===== src/rtl/wordalu_pkg.sv =====
// Package: shared opcode and flag-position definitions for the word unit.
// Assumes opcodes arrive on a 3-bit field; unlisted codes are no-ops.
package wordalu_pkg;
    typedef enum logic [2:0] {
        WOP_ADD = 3'd0,
        WOP_SUB = 3'd1,
        WOP_CMP = 3'd2,
        WOP_INC = 3'd3,
        WOP_DEC = 3'd4
    } wop_e;

    localparam int FLAG_W = 5;
    localparam int FL_C = 0;
    localparam int FL_Z = 1;
    localparam int FL_H = 2;
    localparam int FL_V = 3;
    localparam int FL_N = 4;
endpackage


===== src/rtl/wa_lane.sv =====
// Byte lane adder split into two nibbles so the mid-lane carry is visible.
// Assumes an even lane width.
module wa_lane #(
    parameter int LANE_W = 8
) (
    input  logic [LANE_W-1:0] a,
    input  logic [LANE_W-1:0] b,
    input  logic              ci,
    output logic [LANE_W-1:0] s,
    output logic              c_mid,
    output logic              co
);
    localparam int NIB_W = LANE_W / 2;

    logic [NIB_W:0] lo_sum;
    logic [NIB_W:0] hi_sum;

    // Two chained nibble additions.
    always_comb begin
        lo_sum = {1'b0, a[NIB_W-1:0]} + {1'b0, b[NIB_W-1:0]} + {{NIB_W{1'b0}}, ci};
        hi_sum = {1'b0, a[LANE_W-1:NIB_W]} + {1'b0, b[LANE_W-1:NIB_W]}
               + {{NIB_W{1'b0}}, lo_sum[NIB_W]};
    end

    assign s     = {hi_sum[NIB_W-1:0], lo_sum[NIB_W-1:0]};
    assign c_mid = lo_sum[NIB_W];
    assign co    = hi_sum[NIB_W];
endmodule


===== src/rtl/wa_operand.sv =====
// Chooses the base word, addend and carry-in for each operation.
// Subtraction uses base + ~W + 1; inc/dec add +1 / all-ones to the memory word.
module wa_operand
    import wordalu_pkg::*;
#(
    parameter int WORD_W = 16
) (
    input  logic [2:0]        op,
    input  logic [WORD_W-1:0] acc_word,
    input  logic [WORD_W-1:0] mem_word,
    output logic [WORD_W-1:0] base,
    output logic [WORD_W-1:0] addend,
    output logic              cin,
    output logic              op_sign
);
    logic [WORD_W-1:0] neg_word;

    assign neg_word = ~mem_word + {{(WORD_W-1){1'b0}}, 1'b1};

    // Operand selection per opcode.
    always_comb begin
        base    = acc_word;
        addend  = '0;
        cin     = 1'b0;
        op_sign = mem_word[WORD_W-1];
        case (op)
            WOP_ADD: addend = mem_word;
            WOP_SUB, WOP_CMP: begin
                addend  = ~mem_word;
                cin     = 1'b1;
                op_sign = neg_word[WORD_W-1];
            end
            WOP_INC: begin
                base   = mem_word;
                addend = {{(WORD_W-1){1'b0}}, 1'b1};
            end
            WOP_DEC: begin
                base   = mem_word;
                addend = '1;
            end
            default: ;
        endcase
    end
endmodule


===== src/rtl/wa_adder.sv =====
// Word adder built from byte lanes; exposes the carry out of the top lane's
// low nibble (half carry) and of the top lane (word carry).
module wa_adder #(
    parameter int LANE_W = 8,
    parameter int LANES  = 2
) (
    input  logic [LANES*LANE_W-1:0] a,
    input  logic [LANES*LANE_W-1:0] b,
    input  logic                    ci,
    output logic [LANES*LANE_W-1:0] sum,
    output logic                    half_c,
    output logic                    c_out
);
    logic [LANES:0]   chain;
    logic [LANES-1:0] mids;

    assign chain[0] = ci;

    for (genvar i = 0; i < LANES; i++) begin : g_lane
        wa_lane #(.LANE_W(LANE_W)) u_lane (
            .a     (a[i*LANE_W +: LANE_W]),
            .b     (b[i*LANE_W +: LANE_W]),
            .ci    (chain[i]),
            .s     (sum[i*LANE_W +: LANE_W]),
            .c_mid (mids[i]),
            .co    (chain[i+1])
        );
    end

    assign half_c = mids[LANES-1];
    assign c_out  = chain[LANES];
endmodule


===== src/rtl/wa_flags.sv =====
// Builds the next flag set and write enables; untouched flags pass through.
// Assumes base[MSB] is the original Y sign for YA operations.
module wa_flags
    import wordalu_pkg::*;
#(
    parameter int WORD_W = 16
) (
    input  logic [2:0]        op,
    input  logic [WORD_W-1:0] base,
    input  logic [WORD_W-1:0] sum,
    input  logic              op_sign,
    input  logic              half_c,
    input  logic              c_out,
    input  logic [FLAG_W-1:0] flags_in,
    output logic [FLAG_W-1:0] flags_nxt,
    output logic              wr_ya_nxt,
    output logic              wr_mem_nxt
);
    logic res_n, res_z, res_v;

    assign res_n = sum[WORD_W-1];
    assign res_z = (sum == '0);
    assign res_v = (op_sign == base[WORD_W-1]) && (sum[WORD_W-1] != base[WORD_W-1]);

    // Per-opcode flag update and destination choice.
    always_comb begin
        flags_nxt  = flags_in;
        wr_ya_nxt  = 1'b0;
        wr_mem_nxt = 1'b0;
        case (op)
            WOP_ADD, WOP_SUB: begin
                flags_nxt[FL_N] = res_n;
                flags_nxt[FL_Z] = res_z;
                flags_nxt[FL_C] = c_out;
                flags_nxt[FL_V] = res_v;
                flags_nxt[FL_H] = half_c;
                wr_ya_nxt       = 1'b1;
            end
            WOP_CMP: begin
                flags_nxt[FL_N] = res_n;
                flags_nxt[FL_Z] = res_z;
                flags_nxt[FL_C] = c_out;
            end
            WOP_INC, WOP_DEC: begin
                flags_nxt[FL_N] = res_n;
                flags_nxt[FL_Z] = res_z;
                wr_mem_nxt      = 1'b1;
            end
            default: ;
        endcase
    end
endmodule


===== src/rtl/word_alu16.sv =====
// Top of the 16-bit word unit: operand select, lane adder, flag logic and
// one output register stage. Computes the wrapped high-byte page address.
// Assumes start is a single-cycle strobe with operands stable in that cycle.
module word_alu16
    import wordalu_pkg::*;
#(
    parameter int BYTE_W = 8
) (
    input  logic                clk,
    input  logic                rst_n,
    input  logic                start,
    input  logic [2:0]          op,
    input  logic [BYTE_W-1:0]   acc_lo,
    input  logic [BYTE_W-1:0]   acc_hi,
    input  logic [BYTE_W-1:0]   mem_lo,
    input  logic [BYTE_W-1:0]   mem_hi,
    input  logic [BYTE_W-1:0]   dp_addr,
    input  logic [FLAG_W-1:0]   flags_in,
    output logic [BYTE_W-1:0]   hi_addr,
    output logic                done,
    output logic [2*BYTE_W-1:0] res_word,
    output logic                wr_ya,
    output logic                wr_mem,
    output logic [FLAG_W-1:0]   flags_out
);
    localparam int WORD_W = 2 * BYTE_W;

    logic [WORD_W-1:0] base, addend, sum;
    logic              cin, op_sign, half_c, c_out;
    logic [FLAG_W-1:0] flags_nxt;
    logic              wr_ya_nxt, wr_mem_nxt;

    assign hi_addr = dp_addr + {{(BYTE_W-1){1'b0}}, 1'b1};

    wa_operand #(.WORD_W(WORD_W)) u_operand (
        .op       (op),
        .acc_word ({acc_hi, acc_lo}),
        .mem_word ({mem_hi, mem_lo}),
        .base     (base),
        .addend   (addend),
        .cin      (cin),
        .op_sign  (op_sign)
    );

    wa_adder #(.LANE_W(BYTE_W), .LANES(2)) u_adder (
        .a      (base),
        .b      (addend),
        .ci     (cin),
        .sum    (sum),
        .half_c (half_c),
        .c_out  (c_out)
    );

    wa_flags #(.WORD_W(WORD_W)) u_flags (
        .op         (op),
        .base       (base),
        .sum        (sum),
        .op_sign    (op_sign),
        .half_c     (half_c),
        .c_out      (c_out),
        .flags_in   (flags_in),
        .flags_nxt  (flags_nxt),
        .wr_ya_nxt  (wr_ya_nxt),
        .wr_mem_nxt (wr_mem_nxt)
    );

    // Output register stage: capture results on start, pulse done.
    always_ff @(posedge clk) begin
        if (!rst_n) begin
            done      <= 1'b0;
            res_word  <= '0;
            wr_ya     <= 1'b0;
            wr_mem    <= 1'b0;
            flags_out <= '0;
        end else begin
            done   <= start;
            wr_ya  <= start && wr_ya_nxt;
            wr_mem <= start && wr_mem_nxt;
            if (start) begin
                res_word  <= sum;
                flags_out <= flags_nxt;
            end
        end
    end


    done_follows_start_chk: assert property (@(posedge clk) disable iff (!rst_n)
        start |=> done);


    cmp_no_write_chk: assert property (@(posedge clk) disable iff (!rst_n)
        (start && op == WOP_CMP) |=> (!wr_ya && !wr_mem));


    incdec_keep_cvh_chk: assert property (@(posedge clk) disable iff (!rst_n)
        (start && (op == WOP_INC || op == WOP_DEC)) |=>
        (flags_out[FL_C] == $past(flags_in[FL_C]) &&
         flags_out[FL_V] == $past(flags_in[FL_V]) &&
         flags_out[FL_H] == $past(flags_in[FL_H])));


    nz_match_result_chk: assert property (@(posedge clk) disable iff (!rst_n)
        (done && (wr_ya || wr_mem)) |->
        (flags_out[FL_Z] == (res_word == '0) && flags_out[FL_N] == res_word[WORD_W-1]));


    bad_op_quiet_chk: assert property (@(posedge clk) disable iff (!rst_n)
        (start && op > 3'd4) |=> (!wr_ya && !wr_mem && flags_out == $past(flags_in)));
endmodule


===== config.mk =====
export PLATFORM = sky130hd
export DESIGN_NAME = word_alu16
export DESIGN_NICKNAME = d
export VERILOG_FILES = /design/src/rtl/wordalu_pkg.sv /design/src/rtl/wa_lane.sv /design/src/rtl/wa_operand.sv /design/src/rtl/wa_adder.sv /design/src/rtl/wa_flags.sv /design/src/rtl/word_alu16.sv
export SDC_FILE = /design/constraint.sdc
export NUM_CORES = 1
export LEC_CHECK = 0
export BUFFER_PORTS_ARGS = -buffer_cell sky130_fd_sc_hd__buf_2
export CORE_MARGIN = 1
export CORE_UTILIZATION = 55
export CTS_CLUSTER_SIZE = 16
export DETAILED_ROUTE_END_ITERATION = 10
export PLACE_DENSITY = 0.95
export REMOVE_ABC_BUFFERS = 1
export SYNTH_ARGS = -nofsm -noshare
export SYNTH_HDL_FRONTEND = slang
export SYNTH_SLANG_ARGS = --single-unit

===== constraint.sdc =====
create_clock -name clk -period 20.3 [get_ports clk]
set_clock_uncertainty 0.2 [all_clocks]
set_input_delay 4.06 -clock clk [delete_from_list [all_inputs] [get_ports clk]]
set_output_delay 4.06 -clock clk [all_outputs]
set_load 0.1 [all_outputs]

==> qor.csv, run 1 <==
stage,metric,value,unit
outcome,status,completed,
route,Routed WL per cell,14.4,um
grt,GRT Overall Usage,26.9,%
placement,RePlAce Congestion,0.915,
setup_path,slowest stage cell on the critical path,o21ai_2,
yosys,"FFs w/ async S/R, synth",0,%
floorplanning,# IOs,83,
placement,post-detail-place hpwl,4560,um
clock_tree,post-CTS setup buffers,0,
floorplanning,row cnt,23,
route,drt initial violations,197,
yosys,post-synthesis cell area,2320,um^2
clock_tree,Clock Pin Slew Worst Setup and Hold Paths,0.09,ns
route,Residual DRC,0,
route,via-per-instance ratio,5.73,
floorplanning,DIE HEIGHT,67.0,um
cells_and_area,Final #Nets,436,
cells_and_area,"most common cell after layout, fill and taps aside",buf_2,
grt,initial antenna violation count,0,
setup_path,CP startpoint kind,primary input,
clock_tree,Sink Count,24,
clock_tree,H-tree depth,1,
cells_and_area,diode count,0,
floorplanning,initial core utilization,57.6,%
setup_path,Worst Path Max Fanout,36,
setup_path,"most used cell, CP",fa_1,
power_and_ir_drop,Peak VDD IR,0.0672,mV
yosys,Synth area leader,dfxtp_1,
setup_path,crit path DAT,11.16,ns
sta,Hold Slack,0.286,ns
clock_tree,CTS tree,done,
power_and_ir_drop,PD cells,75.1,nW/um^2
sta,final hold violations,0,
placement,Buffers on Ports,82,
clock_tree,CTS Buf Count,3,
setup_path,"Worst Path Class, Setup",in -> reg,
sta,fin. max-slew vios,0,
yosys,Yosys reg bits,24,
yosys,post-synth top area share,20.7,%
sta,normalized max-slew margin,43.4,%
yosys,dominant synthesized flop cell,dfxtp_1,
sta,final setup fails,0,
sta,final period utilization,54.9,%
yosys,synth unique cells,45,
sta,Slew @ Worst Pin,0.849,ns
setup_path,Crit path required time,20.31,ns
sta,fin crit period,11.15,ns
clock_tree,hold-fix buffers at CTS,0,
route,Antenna Nets Post-Route,0,
setup_path,max incr delay on CP,0.68,ns
cells_and_area,most frequent cells in the layout,"buf_2, o21ai_0, nand2_1",
clock_tree,Max clock buf depth,2,
yosys,main area contributors after synthesis,"dfxtp_1, o21ai_0, ha_1",
floorplanning,die area,4480,um^2
setup_path,reg2reg start,flags_out[1],
clock_tree,post-cts sizing count,0,
sta,Max Freq,0.0897,GHz
floorplanning,Die X,67.0,um
flow_run,max-cap violation count,0,
yosys,"Avg Cell Area, Syn",7.84,um^2
setup_path,CP startpoint,op[0],
hold_path,min-delay src,res_word[4],
route,total number of vias,2366,
clock_tree,clock root buffer,clkbuf_8,
power_and_ir_drop,leakage,1.37,nW
cells_and_area,filler cell count,334,
grt,first-pass GRT wire length,9330,um
yosys,yosys warns,0,
route,1st-pass router iterations,5,
setup_path,CP top delay family,adder cells,
setup_path,Critical Path End Type,register,
grt,largest net degree at the start of global routing,37,
hold_path,Worst Hold Class,reg -> reg,
sta,setup TNS,0,ns
yosys,sequential area share after synthesis,20.7,%
grt,vias in the first global route,2113,
clock_tree,"Clk Latency, worst-skew pair",0.27,ns
route,Routed WL,5930,um
yosys,Post-synth EDFFs,0,
cells_and_area,share of cells above drive strength 1,29.2,%
cells_and_area,Area Growth Syn to Fin,19.1,%
sta,RSZ-0062 raised after global routing,false,
floorplanning,Placeable Area,4030,um^2
yosys,Syn Inst Count,296,
setup_path,Buf/Inv on CP,5,
grt,GRT overflow,0,
-- final timing paths --
path | end | slack [ns] | cells past startpoint
max | flags_out[1] | 9.15 | 27
min | res_word[4] | 0.29 | 1
max reg2reg | flags_out[1] | 18.75 | 4
min reg2reg | res_word[4] | 0.29 | 1
-- metrics by stage --
step / std cells / power [mW] / setup WS (ns) / util (%) / area, um^2
4_1_cts: 413 / 0.207 / 9.22 / 68.6 / 2760
6_report: 413 / 0.208 / 9.15 / 68.6 / 2760
5_1_grt: 413 / 0.217 / 8.76 / 68.6 / 2760
3_5_place_dp: 409 / 0.174 / 8.98 / 67.2 / 2710
3_3_place_gp: 409 / 0.171 / 9.18 / 67.2 / 2710
2_1_floorplan: 277 / 0.146 / 9.98 / - / 2240
-- cell usage after synthesis (all sizes together) (3+ instances only) --
cell type and n:
a21o 9, a21oi 11, buf 9, clkbuf 10
dfxtp 24, fa 8, ha 13, inv 14
mux2 14, mux2i 12, nand2 27, nand2b 3
nand3 7, nor2 26, nor2b 12, nor3 4
nor4 4, o211a 6, o21ai 46, or3 3
xnor2 10, xor2 3
-- kinds of logic after synthesis --
logic type               synth area share [%]
multiplexers                             12.0
AO/OA/AOI/OAI                            22.0
flip-flops                               20.7
buffers and inverters                    5.93
AND/OR/NAND/NOR                          20.5
XOR/XNOR                                 4.91
adder cells (fa/ha/maj)                  13.9
-- worst reg2reg max path, delay by kind of cell (launching register included) --
family	cells	cell delay (ns)
and+or+nand+nor	1	0.52
AOI/OAI and AO/OA	3	0.39
DFF	1	0.38
-- state kept, by name (all words and copies together), names as in the netlist --
| signal | count |
|---|---|
| done | 1 |
| flags_out | 5 |
| res_word | 16 |
| wr_ya | 1 |
| wr_mem | 1 |
-- metal layers --
layer  global-route usage [%]  wire, um  part of all wire [%]
met2                     46.6      2960                    50
met4                     5.85        67                   1.1
met3                     4.97       443                   7.5
met5                        0         0                     0
met1                     34.3      2460                    41
-- power by group --
group,internal (mW),switching [mW]
clock network,0.0173,0.0158
logic,0.0337,0.0859
registers,0.0524,0.00257
-- layout make-up --
cell class                 count  area (um^2)  area share (%)
clock buffer                   4         55.1            1.99
multi-input combinational    239         1700            61.6
timing repair buffer          82          410            14.8
tap                           50         62.6            2.26
inverter                      14         52.6            1.90
sequential                    24          480            17.4
No activity file was read; power rests on OpenSTA's default activity.
==> run 2, diff against run 1 <==
CORE_UTILIZATION = 46   (was 55)
PLACE_DENSITY = 0.89   (was 0.95)
clock period = 10.2 ns   (was 20.3 ns; I/O delays follow)
==> run 2 against run 1 <==
Net effect: wire length down 4.3%; power up 97%; via count down 3.3%; register-to-register slack worse by 10 ns; die area up 19%; non-clock buffer count up 1; final area up 1.0%; clock power up 92%; critical path type unchanged; critical endpoint unchanged; largest cell class unchanged; largest power group unchanged; highest routed layer unchanged.
==> qor.csv, run 2 (same netlist as run 1, synthesis figures left out) <==
stage,metric,value,unit,change
cells_and_area,most frequent cells in the layout,"buf_2, o21ai_0, nand2_1",,
grt,GRT overflow,0,,unchanged
placement,post-detail-place hpwl,4450,um,-2.4%
floorplanning,Die X,73.0,um,+9.1%
power_and_ir_drop,clock power share,15.5,%,-0.4 points
sta,final period utilization,85.8,%,
setup_path,CP startpoint kind,primary input,,
route,Residual DRC,0,,unchanged
clock_tree,H-tree depth,1,,unchanged
setup_path,Worst Setup EP,flags_out[1],,
clock_tree,Clock Pin Slew Worst Setup and Hold Paths,0.08,ns,about the same
placement,RePlAce Congestion,0.857,,-6.3%
setup_path,Critical Path End Type,register,,
setup_path,"setup slack, reg-to-reg",8.66,ns,-10.09 ns
sta,final setup fails,0,,unchanged
cells_and_area,filler cell count,444,,+33%
route,total number of vias,2287,,-3.3%
clock_tree,clock root buffer,clkbuf_8,,
power_and_ir_drop,combinational share of power,57.7,%,about the same
floorplanning,row cnt,25,,+8.7%
setup_path,Buf/Inv on CP,6,,+1
power_and_ir_drop,Peak VDD IR,0.123,mV,+83%
power_and_ir_drop,PD cells,146,nW/um^2,+95%
placement,Buffers on Ports,82,,unchanged
setup_path,max incr delay on CP,0.51,ns,-0.17 ns
setup_path,Worst Path Max Fanout,36,,unchanged
grt,largest net degree at the start of global routing,37,,unchanged
clock_tree,post-cts sizing count,0,,unchanged
setup_path,CP top delay family,adder cells,,
cells_and_area,multi-input logic area,1700,um^2,unchanged
sta,setup TNS,0,ns,unchanged
cells_and_area,biggest regs,"res_word: 16 flops, flags_out: 5 flops",,
sta,final setup margin,1.45,ns,-7.71 ns
cells_and_area,share of cells above drive strength 1,29.4,%,+0.19 points
setup_path,"Worst Path Class, Setup",in -> reg,,
setup_path,reg2reg start,flags_out[1],,
route,1st-pass router iterations,4,,-1
grt,vias in the first global route,2039,,-3.5%
sta,Slew @ Worst Pin,0.647,ns,-0.202 ns
outcome,status,completed,,
cells_and_area,diode count,0,,unchanged
clock_tree,Max clock buf depth,2,,unchanged
sta,normalized max-slew margin,56.9,%,+13 points
grt,GRT Overall Usage,21.8,%,-5.1 points
setup_path,r2r worst-path depth,4,,unchanged
setup_path,"most used cell, CP",fa_1,,
power_and_ir_drop,Sw Share,49.7,%,-0.47 points
grt,initial antenna violation count,0,,unchanged
floorplanning,Placeable Area,4790,um^2,+19%
sta,fin. max-slew vios,0,,unchanged
floorplanning,DIE HEIGHT,73.0,um,+9.1%
power_and_ir_drop,net switching power figure,0.203,mW,+95%
setup_path,reg2reg end,flags_out[1],,
floorplanning,# IOs,83,,unchanged
hold_path,Worst Hold Class,reg -> reg,,
grt,first-pass GRT wire length,9200,um,-1.3%
power_and_ir_drop,Reg power frac,26.8,%,+0.3 points
cells_and_area,register area,480,um^2,unchanged
sta,Max Freq,0.114,GHz,
route,via-per-instance ratio,5.31,,-7.4%
clock_tree,post-CTS setup buffers,0,,unchanged
setup_path,Stages on worst setup path,28,,+3.7%
cells_and_area,"most common cell after layout, fill and taps aside",buf_2,,
power_and_ir_drop,Int Pwr,0.206,mW,+99%
clock_tree,Sink Count,24,,unchanged
floorplanning,initial core utilization,48.5,%,-9.1 points
cells_and_area,Final #Nets,437,,+0.23%
cells_and_area,max FFs per register,16,,unchanged
placement,Setup WS pre-CTS,1.25,ns,-7.73 ns
setup_path,slowest stage cell on the critical path,or4_1,,
cells_and_area,Finished Cell Area,2790,um^2,+1.0%
setup_path,CP startpoint,op[0],,
clock_tree,hold-fix buffers at CTS,0,,unchanged
placement,Placed Instance Area,2740,um^2,+1.1%
setup_path,Crit path required time,10.21,ns,-10.10 ns
route,Antenna Nets Post-Route,0,,unchanged
route,drt initial violations,139,,-29%
setup_path,crit path DAT,8.76,ns,-2.40 ns
clock_tree,"Clk Latency, worst-skew pair",0.27,ns,about the same
floorplanning,die area,5330,um^2,+19%
sta,Hold Slack,0.280,ns,-0.00601 ns
power_and_ir_drop,leakage,1.38,nW,+0.38%
cells_and_area,Largest Register,res_word,,
flow_run,max-cap violation count,0,,unchanged
sta,final hold violations,0,,unchanged
route,Routed WL per cell,13.2,um,-8.3%
clock_tree,CTS Buf Count,3,,unchanged
sta,fin crit period,8.75,ns,
cells_and_area,Area Growth Syn to Fin,20.3,%,
clock_tree,CTS tree,done,,
sta,RSZ-0062 raised after global routing,false,,
route,Routed WL,5680,um,-4.3%
run 2: changes by cell type in the layout (fill, tap and decap cells not counted):
cell / previous run / this run
buf_4: 0 / 1
run 2: stage by stage:
step,utilization (%),total power [mW],std cells
6_report,58.4,0.409,431
5_1_grt,58.4,0.432,431
4_1_cts,58.4,0.410,431
3_5_place_dp,57.2,0.347,427
3_3_place_gp,57.2,0.343,427
2_1_floorplan,-,0.291,277
run 2: routing by layer:
layer / share of wire (%) / global-route usage, %
met1: 45 / 28.7
met2: 49 / 37.3
met3: 6.3 / 4.83
met4: 0.55 / 2.83
met5: 0 / 0
run 2: final cells by class:
type	instances	share of cell area (%)
Clock buffer	4	1.97
Multi-Input combinational cell	239	61.0
Tap cell	67	3.00
Sequential cell	24	17.2
Inverter	14	1.88
Timing Repair Buffer	83	15.0
run 2: worst min-delay path by stage:
stage | to | depth (start not counted) | startpoint | slack (ns)
final | res_word[7] | 2 | res_word[7] | 0.28
after global routing | res_word[7] | 2 | res_word[7] | 0.30
after CTS | res_word[7] | 2 | res_word[7] | 0.28
after detailed placement | res_word[6] | 1 | res_word[6] | 0.27
after global placement | res_word[6] | 1 | res_word[6] | 0.26
after floorplan | res_word[15] | 2 | res_word[15] | 0.72
run 2: power groups by stage:
stage / logic, mW / clock network [mW] / registers (mW)
3_3_place_gp: 0.232 / 0 / 0.111
3_5_place_dp: 0.235 / 0 / 0.112
4_1_cts: 0.236 / 0.0647 / 0.110
2_1_floorplan: 0.104 / 0 / 0.187
5_1_grt: 0.252 / 0.0690 / 0.111
6_report: 0.236 / 0.0636 / 0.109
run 2: tightest hold or removal path, stage by stage (launching register included):
cell and delay, ns:
dfxtp_1 0.31, nand2b_1 0.06, a21boi_0 0.07
